[config.mk]
export PLATFORM = sky130hd
export DESIGN_NAME = pgperm_top
export DESIGN_NICKNAME = d
export VERILOG_FILES = /design/src/rtl/pgperm_pkg.sv /design/src/rtl/pgperm_classify.sv /design/src/rtl/pgperm_access.sv /design/src/rtl/pgperm_adupd.sv /design/src/rtl/pgperm_cause.sv /design/src/rtl/pgperm_top.sv
export SDC_FILE = /design/constraint.sdc
export NUM_CORES = 1
export LEC_CHECK = 0
export BUFFER_PORTS_ARGS = -buffer_cell sky130_fd_sc_hd__buf_2
export CAP_MARGIN = 10
export CORE_AREA = 3 3 40 42
export DETAILED_ROUTE_END_ITERATION = 12
export DIE_AREA = 0 0 43 45
export PLACE_DENSITY = 0.63
export SLEW_MARGIN = 10
export SYNTH_ARGS = -nofsm -noshare
export SYNTH_HDL_FRONTEND = slang
export SYNTH_SLANG_ARGS = --single-unit
export TNS_END_PERCENT = 50
[constraint.sdc]
create_clock -name vclk -period 0.8
set_input_delay 0.04 -clock vclk [all_inputs]
set_output_delay 0.04 -clock vclk [all_outputs]
set_load 0.05 [all_outputs]
[src/rtl/pgperm_pkg.sv]
package pgperm_pkg;

    typedef enum logic [1:0] {
        ACC_READ  = 2'd0,
        ACC_WRITE = 2'd1,
        ACC_RMW   = 2'd2,
        ACC_EXEC  = 2'd3
    } acc_kind_e;

    typedef enum logic [2:0] {
        FL_MEMERR   = 3'd0,
        FL_BADENT   = 3'd1,
        FL_NOPERM   = 3'd2,
        FL_MISALIGN = 3'd3,
        FL_UPDOFF   = 3'd4
    } fail_code_e;

    // attribute byte bit positions (decoded by neighbouring logic)
    localparam int ATTR_W = 8;
    localparam int B_VLD  = 0;
    localparam int B_RD   = 1;
    localparam int B_WR   = 2;
    localparam int B_EX   = 3;
    localparam int B_USR  = 4;
    localparam int B_GLB  = 5;
    localparam int B_ACC  = 6;
    localparam int B_DRT  = 7;

    // architectural cause numbers
    localparam int CS_FETCH_ACC = 1;
    localparam int CS_LOAD_ACC  = 5;
    localparam int CS_STORE_ACC = 7;
    localparam int CS_FETCH_PG  = 12;
    localparam int CS_LOAD_PG   = 13;
    localparam int CS_STORE_PG  = 15;

endpackage

[src/rtl/pgperm_classify.sv]
module pgperm_classify
    import pgperm_pkg::*;
(
    input  logic [B_EX:B_VLD] low_i,
    output logic              invalid_o,
    output logic              pointer_o
);
    logic vld, rd, wr, ex;

    always_comb begin
        vld = low_i[B_VLD];
        rd  = low_i[B_RD];
        wr  = low_i[B_WR];
        ex  = low_i[B_EX];
        invalid_o = !vld || (wr && !rd);
        pointer_o = !(rd || wr || ex);
    end
endmodule

[src/rtl/pgperm_access.sv]
module pgperm_access
    import pgperm_pkg::*;
(
    input  acc_kind_e          kind_i,
    input  logic               user_i,
    input  logic               exec_readable_i,
    input  logic               sup_user_ok_i,
    input  logic [B_USR:B_RD]  perm_i,
    output logic               permit_o
);
    logic rd_ok, wr_ok, ex_ok, usr_pg;
    logic data_ok;

    always_comb begin
        usr_pg = perm_i[B_USR];
        wr_ok  = perm_i[B_WR];
        ex_ok  = perm_i[B_EX];
        rd_ok  = perm_i[B_RD] || (perm_i[B_EX] && exec_readable_i);

        unique case (kind_i)
            ACC_READ:  data_ok = rd_ok;
            ACC_WRITE: data_ok = wr_ok;
            ACC_RMW:   data_ok = wr_ok && rd_ok;
            ACC_EXEC:  data_ok = ex_ok;
        endcase

        if (user_i) begin
            permit_o = usr_pg && data_ok;
        end else if (kind_i == ACC_EXEC) begin
            permit_o = !usr_pg && ex_ok;
        end else begin
            permit_o = (!usr_pg || sup_user_ok_i) && data_ok;
        end
    end
endmodule

[src/rtl/pgperm_adupd.sv]
module pgperm_adupd
    import pgperm_pkg::*;
(
    input  acc_kind_e          kind_i,
    input  logic [ATTR_W-1:0]  attr_i,
    output logic               upd_need_o,
    output logic [ATTR_W-1:0]  attr_new_o
);
    logic is_store, need_a, need_d;

    always_comb begin
        unique case (kind_i)
            ACC_WRITE, ACC_RMW: is_store = 1'b1;
            ACC_READ,  ACC_EXEC: is_store = 1'b0;
        endcase
        need_a = !attr_i[B_ACC];
        need_d = is_store && !attr_i[B_DRT];
        upd_need_o = need_a || need_d;
        attr_new_o = attr_i;
        if (upd_need_o) begin
            attr_new_o[B_ACC] = 1'b1;
        end
        if (need_d) begin
            attr_new_o[B_DRT] = 1'b1;
        end
    end
endmodule

[src/rtl/pgperm_cause.sv]
module pgperm_cause
    import pgperm_pkg::*;
#(
    parameter int CAUSE_W = 5
) (
    input  acc_kind_e           kind_i,
    input  logic [2:0]          fail_i,
    output logic [CAUSE_W-1:0]  cause_o
);
    logic is_mem;

    always_comb begin
        is_mem = (fail_i == FL_MEMERR);
        unique case (kind_i)
            ACC_READ:
                cause_o = is_mem ? CAUSE_W'(CS_LOAD_ACC)  : CAUSE_W'(CS_LOAD_PG);
            ACC_WRITE, ACC_RMW:
                cause_o = is_mem ? CAUSE_W'(CS_STORE_ACC) : CAUSE_W'(CS_STORE_PG);
            ACC_EXEC:
                cause_o = is_mem ? CAUSE_W'(CS_FETCH_ACC) : CAUSE_W'(CS_FETCH_PG);
        endcase
    end
endmodule

[src/rtl/pgperm_top.sv]
module pgperm_top
    import pgperm_pkg::*;
#(
    parameter int CAUSE_W = 5
) (
    input  logic [1:0]          acc_kind_i,
    input  logic                priv_user_i,
    input  logic                exec_readable_i,
    input  logic                sup_user_ok_i,
    input  logic [7:0]          attr_i,
    input  logic [2:0]          fail_code_i,
    output logic                permit_o,
    output logic                upd_need_o,
    output logic [7:0]          attr_new_o,
    output logic                invalid_o,
    output logic                pointer_o,
    output logic [CAUSE_W-1:0]  cause_o
);
    acc_kind_e kind;
    assign kind = acc_kind_e'(acc_kind_i);

    pgperm_classify u_classify (
        .low_i     (attr_i[B_EX:B_VLD]),
        .invalid_o (invalid_o),
        .pointer_o (pointer_o)
    );

    pgperm_access u_access (
        .kind_i          (kind),
        .user_i          (priv_user_i),
        .exec_readable_i (exec_readable_i),
        .sup_user_ok_i   (sup_user_ok_i),
        .perm_i          (attr_i[B_USR:B_RD]),
        .permit_o        (permit_o)
    );

    pgperm_adupd u_adupd (
        .kind_i     (kind),
        .attr_i     (attr_i),
        .upd_need_o (upd_need_o),
        .attr_new_o (attr_new_o)
    );

    pgperm_cause #(.CAUSE_W(CAUSE_W)) u_cause (
        .kind_i  (kind),
        .fail_i  (fail_code_i),
        .cause_o (cause_o)
    );
endmodule

# [Word-level counts from Yosys, hierarchy flattened]
# Index checks and enable logic that the tools add are counted.
[classes] reduce_logical=23 n_eq_ne=3 muxes=10
[op_table] operator="5-bit case mux with 3 select lines" count=1
[op_table] operator="4-bit two-way mux" count=3
[op_table] operator="1-bit logical AND" count=7
[op_table] operator="1-bit zero test" count=6
[op_table] operator="1-bit logical OR" count=6
[op_table] operator="2-bit equality test (second input constant)" count=2
[op_table] operator="1-bit two-way mux" count=4
[op_table] operator="1-bit case mux with 4 select lines" count=1
[op_table] operator="2-bit OR reduction" count=2
[op_table] operator="3-bit zero test" count=1
[op_table] operator="2-bit by 1-bit equality test with 1-bit output (second input constant)" count=1
[op_table] operator="2-bit zero test" count=1
[op_table] operator="1-bit case mux with 2 select lines" count=1
[word_totals] regBits=0 inputBits=16 wordCells=36 out_inout_bits=17

# [Depth between registers and ports, before layout]
[logic_depth] word_depth=7 mapped_depth=5 mapped_depth_nobuf=5

# [Cells and area by module]
# A second synthesis with hierarchy kept.
[hier_totals] hier_cells=38 hier_area_um2=260.2
[by_module_without_submodules] module="pgperm_access" n_inst=1 area_per_inst_um2=81.3 seq_area_each_um2=0.0 cells_each=12
[by_module_without_submodules] module="pgperm_cause" n_inst=1 area_per_inst_um2=80.1 seq_area_each_um2=0.0 cells_each=12
[by_module_without_submodules] module="pgperm_adupd" n_inst=1 area_per_inst_um2=76.3 seq_area_each_um2=0.0 cells_each=11
[by_module_without_submodules] module="pgperm_classify" n_inst=1 area_per_inst_um2=22.5 seq_area_each_um2=0.0 cells_each=3

# [Worst setup path after synthesis]
# OpenSTA, ideal clock, no wires.
[synth_path] path_type="input-to-output" from="input acc_kind_i[0]" to="output upd_need_o" slack_ns=-1.088 stages=4 arrival_time_ns=1.848 n_path_buf=0 required_time_ns=0.760 path_cell_list="inv_1 -> ha_1 -> inv_1 -> o21ai_0"
[synth_between] elab_chain_len=5 elab_cells_between_ends=9 classes_between="3 x eq/ne; 1 x mux; 5 x reduce/logical"
[synth_lines] item="start: declaration" line_no="pgperm_top.sv:6" source="input logic [1:0] acc_kind_i,"
[synth_lines] item="2-bit equality test (tied with other cells)" line_no="pgperm_adupd.sv:12" source="unique case (kind_i)"
[synth_lines] item="2-bit OR reduction" line_no="pgperm_adupd.sv:12"
[synth_lines] item="1-bit case mux with 2 select lines *" line_no="pgperm_adupd.sv:12"
[synth_lines] item="1-bit logical AND *" line_no="pgperm_adupd.sv:17" source="need_d = is_store && !attr_i[B_DRT];"
[synth_lines] item="1-bit logical OR *" line_no="pgperm_adupd.sv:18" source="upd_need_o = need_a || need_d;"
[synth_lines] item="end: declaration" line_no="pgperm_top.sv:13" source="output logic upd_need_o,"
# Mark *: on every way between the ends. The rest lies on a longest branch, timed or not.

# [Worst setup path in the final report]
[layout_path] from="input acc_kind_i[1]" to="output permit_o"
[layout_between] elab_chain_len=5 elab_cells_between_ends=9 classes_between="3 x eq/ne; 3 x mux; 3 x reduce/logical"
[layout_lines] item="2-bit equality test (tied with other cells)" line_no="pgperm_access.sv:20, pgperm_access.sv:29"
[layout_lines] item="1-bit case mux with 4 select lines" line_no="pgperm_access.sv:20" source="unique case (kind_i)"
[layout_lines] item="1-bit logical AND" line_no="pgperm_access.sv:32" source="permit_o = (!usr_pg || sup_user_ok_i) && data_ok;"
[layout_lines] item="1-bit two-way mux" line_no="pgperm_access.sv:29" source="end else if (kind_i == ACC_EXEC) begin"
[layout_lines] item="1-bit two-way mux *" line_no="pgperm_access.sv:27" source="if (user_i) begin"
[layout_lines] item="end: declaration" line_no="pgperm_top.sv:12" source="output logic permit_o,"
# Marks and branches as above.

==> flow_results.org <==
** Power
- The design draws 0.5147 mW.
- Clock share of power :: 0%
- Leakage component of the power :: 0.2755 nW
- Summed over all nets, the switching power comes to around 0.32 mW.
- Int Pwr :: a little under 0.2 mW
- Peak ir drop on the vdd network :: 0.3438 mV
- Part of the total power dissipated in sequential elements :: 0%
- Part of the power in combinational logic :: 100.0%
- Switching share of total power :: between 60% and 70%
- Power spread over the standard cell area amounts to around 910 mW/mm².

** Clock network
- Post-CTS timing repair inserted 0 buffers for setup.
- The number of hold buffers added after CTS was 0.

** Layout
- Across the whole layout, storage elements account for 0 µm².
- With fillers left out, the area of the finished cells amounts to 565.5 µm².
- Count of fill cells added during filler insertion :: 139
- Cells with a size suffix above 1 make up a little over four fifths of the layout.
- Area growth from synthesis to layout :: 127.1%
- Leading cell type in the layout, fill and taps excluded :: sky130_fd_sc_hd__buf_2
- 0 antenna diodes ended up in the layout.
- Net count, final :: 86
- Layout clock buffer count :: 0
- Final std cells w/o fill :: 79
- Most used cells in the layout excluding fill and tap cells :: 21 x sky130_fd_sc_hd__buf_2, 6 x sky130_fd_sc_hd__buf_6, 5 x sky130_fd_sc_hd__buf_4
- Post-layout util :: between 40 and 50%
- Layout sequential cell count :: 0

** STA
- Setup Viol. Count Final :: 5
- Static timing analysis puts the maximum clock frequency at 1043 MHz.
- Final Max Tran Viols :: 0
- Number of failing hold endpoints at the final stage :: 0
- Setup repair after global routing could not meet its margin everywhere.
- Minimum clock period :: approximately 960 ps
- After layout, the worst setup slack is -159.0 ps.
- Dividing the final minimum period by the clock period gives 119.9%.

** Logic synthesis
- Fraction of synthesized cell area in xor and xnor cells :: 0%
- A synthesized cell averages between 6 and 7 µm².
- Multiplexer cells account for 0% of the synthesized area.
- Complex-gate fraction of the synthesized area :: 26.13%
- Adder-cell share of the synthesized area :: roughly 20%
- Sequential element share of the synthesized area :: 0%
- When the netlist entered floorplanning its net count stood at between 50 and 60.
- Synthesis produced 37 cells.
- Area share of and/or/nand/nor cells after synthesis :: 19.10%
- sky130_fd_sc_hd__buf_4 takes more of the synthesized area than any other cell.
- Most area-consuming cells after synthesis :: sky130_fd_sc_hd__buf_4 24%, sky130_fd_sc_hd__ha_1 20%, sky130_fd_sc_hd__inv_1 7.5%
- Distinct cell type count after synthesis :: 17
- Dominant combinational cell family by area after synthesis :: buffers and inverters
- The share of synthesized area in the top cell type comes to 24.12%.
- Yosys printed 0 warnings.
- The cell area that synthesis handed to floorplanning was roughly 250 µm².

** Detailed routing
- Count of vias placed by the detailed router :: 337
- Wires add up to ~800 µm.
- Dividing the detail-routed wire length by the instance count gives between 9 and 10 µm.
- Dividing the detail-routed via count by the number of cells gives around 4.3.
- For this run, the detailed router's first-pass iteration total came to 1.
- Number of nets still failing antenna checks after routing :: 0
- The first routing iteration left 0 violations.
- DRC violation count after routing :: 0

** Run status
- Failing checks :: setup timing
- Run status :: finished with violations

** Global routing
- GRT overflow :: 0
- Wire length of the first global-routing pass :: 1.248 mm
- Largest net degree at the start of global routing :: 5
- The number of antenna violations at the first check in global routing was 0.
- The number of global-route vias before repair came to 322.
- Global routing used ~8% of the available tracks.

** Floorplan
- # rows :: 13
- 33 I/O pins were placed.
- Y dimension of the die :: roughly 45 µm
- Chip width :: around 43 µm
- Initial Utilization :: just under 20%
- Placeable Area :: 0.001285 mm²
- The die covers roughly 0.0019 mm².

** Placement
- Cell Area, Placed :: approximately 440 µm²
- Placer's final routability congestion estimate :: between 0.6 and 0.7
- Cells after DPL :: 79
- Post-placement worst setup slack :: -330.6 ps
- Sum of net half-perimeters after detailed placement :: 627.8 µm
- The count of buffers added on input and output ports is 29.

** Hold path
- Path type of the worst min-delay path :: in2out
- In this run the most critical hold path is launched from attr_i[5].
- Hold-critical path depth :: 0
- End point of the worst hold path :: attr_new_o[5]

** Worst setup path
- The setup path with the least slack is of type in2out.
- Along the worst path, the maximum fanout reaches 4.
- Worst Path Required :: around 760 ps
- STA classifies the critical path endpoint as a primary output.
- Data on the critical path arrives at its endpoint at 920 ps.
- The worst setup path is launched from an input pin.

** Job
- The tool flagged a number of max-cap violations equal to 0.
==> routing by layer <==
metal  track usage (%)  share of wire (%)  vias to the layer above
li1                  -                  -                      168
met1             7.619                 31                      146
met2             17.96                 55                       23
met3             1.195                 14                        0
met4                 0                  0                        0
met5                 0                  0                        -
==> cell type report <==
cell class         instances  area (µm²)  area share, %
inverters                  5       26.28          4.646
multi-input cells         24       255.2          45.13
repair buffers            35       265.3          46.90
well taps                 15       18.77          3.319
==> how the worst max path moves through the flow <==
| stage | cells after the start | slack [ps] | from | endpoint |
|---|---|---|---|---|
| after global placement | 7 | -310 | acc_kind_i[0] | permit_o |
| after CTS | 6 | -160 | acc_kind_i[1] | permit_o |
| after detailed placement | 6 | -330 | acc_kind_i[0] | permit_o |
| after global routing | 6 | -190 | acc_kind_i[1] | permit_o |
| after floorplan | 2 | -240 | fail_code_i[2] | cause_o[0] |
| final | 6 | -160 | acc_kind_i[1] | permit_o |
==> critical path: stages <==
cell and delay, ps:
sky130_fd_sc_hd__buf_12 110, sky130_fd_sc_hd__ha_4 160, sky130_fd_sc_hd__a22oi_2 140, sky130_fd_sc_hd__o22ai_1 80, sky130_fd_sc_hd__a32o_2 230, sky130_fd_sc_hd__buf_6 150
==> timing repair <==
item / 4_1_cts / 5_1_grt
gates cloned: 0 / 0
endpoints found under the setup margin: 6 / 5
resized for setup: 35 / 2
pin swaps: 8 / 1
==> Yosys cell counts (all sizes together) <==
master  instances
nor2b           1
or3             1
or2             1
a22oi           1
o22ai           1
ha              4
o21ai           3
nor3            1
a32o            1
conb            2
nand2           3
nor2            2
buf             8
o31ai           1
a21oi           2
inv             5
==> stage by stage <==
step                      hold WS, ps  setup TNS [ps]
after floorplan                 175.5          -713.9
after global placement          80.34           -1094
after detailed placement        80.34           -1210
after CTS                       80.34          -331.3
after global routing            80.36          -473.5
final                           80.11          -332.2
==> power groups by stage <==
stage	Combinational (mW)	Clock, mW	Sequential, mW
final	0.515	0	0
after global routing	0.543	0	0
after CTS	0.510	0	0
after detailed placement	0.424	0	0
after global placement	0.420	0	0
after floorplan	0.341	0	0
==> cell families (layout without fill, tap and decap cells) <==
group	Yosys count	in the layout
AO/OA/AOI/OAI	9	9
AND/OR/NAND/NOR	9	9
adder cells (fa/ha/maj)	4	4
other	2	2
buffers and inverters	13	40
No activity file was read; power rests on OpenSTA's default activity.
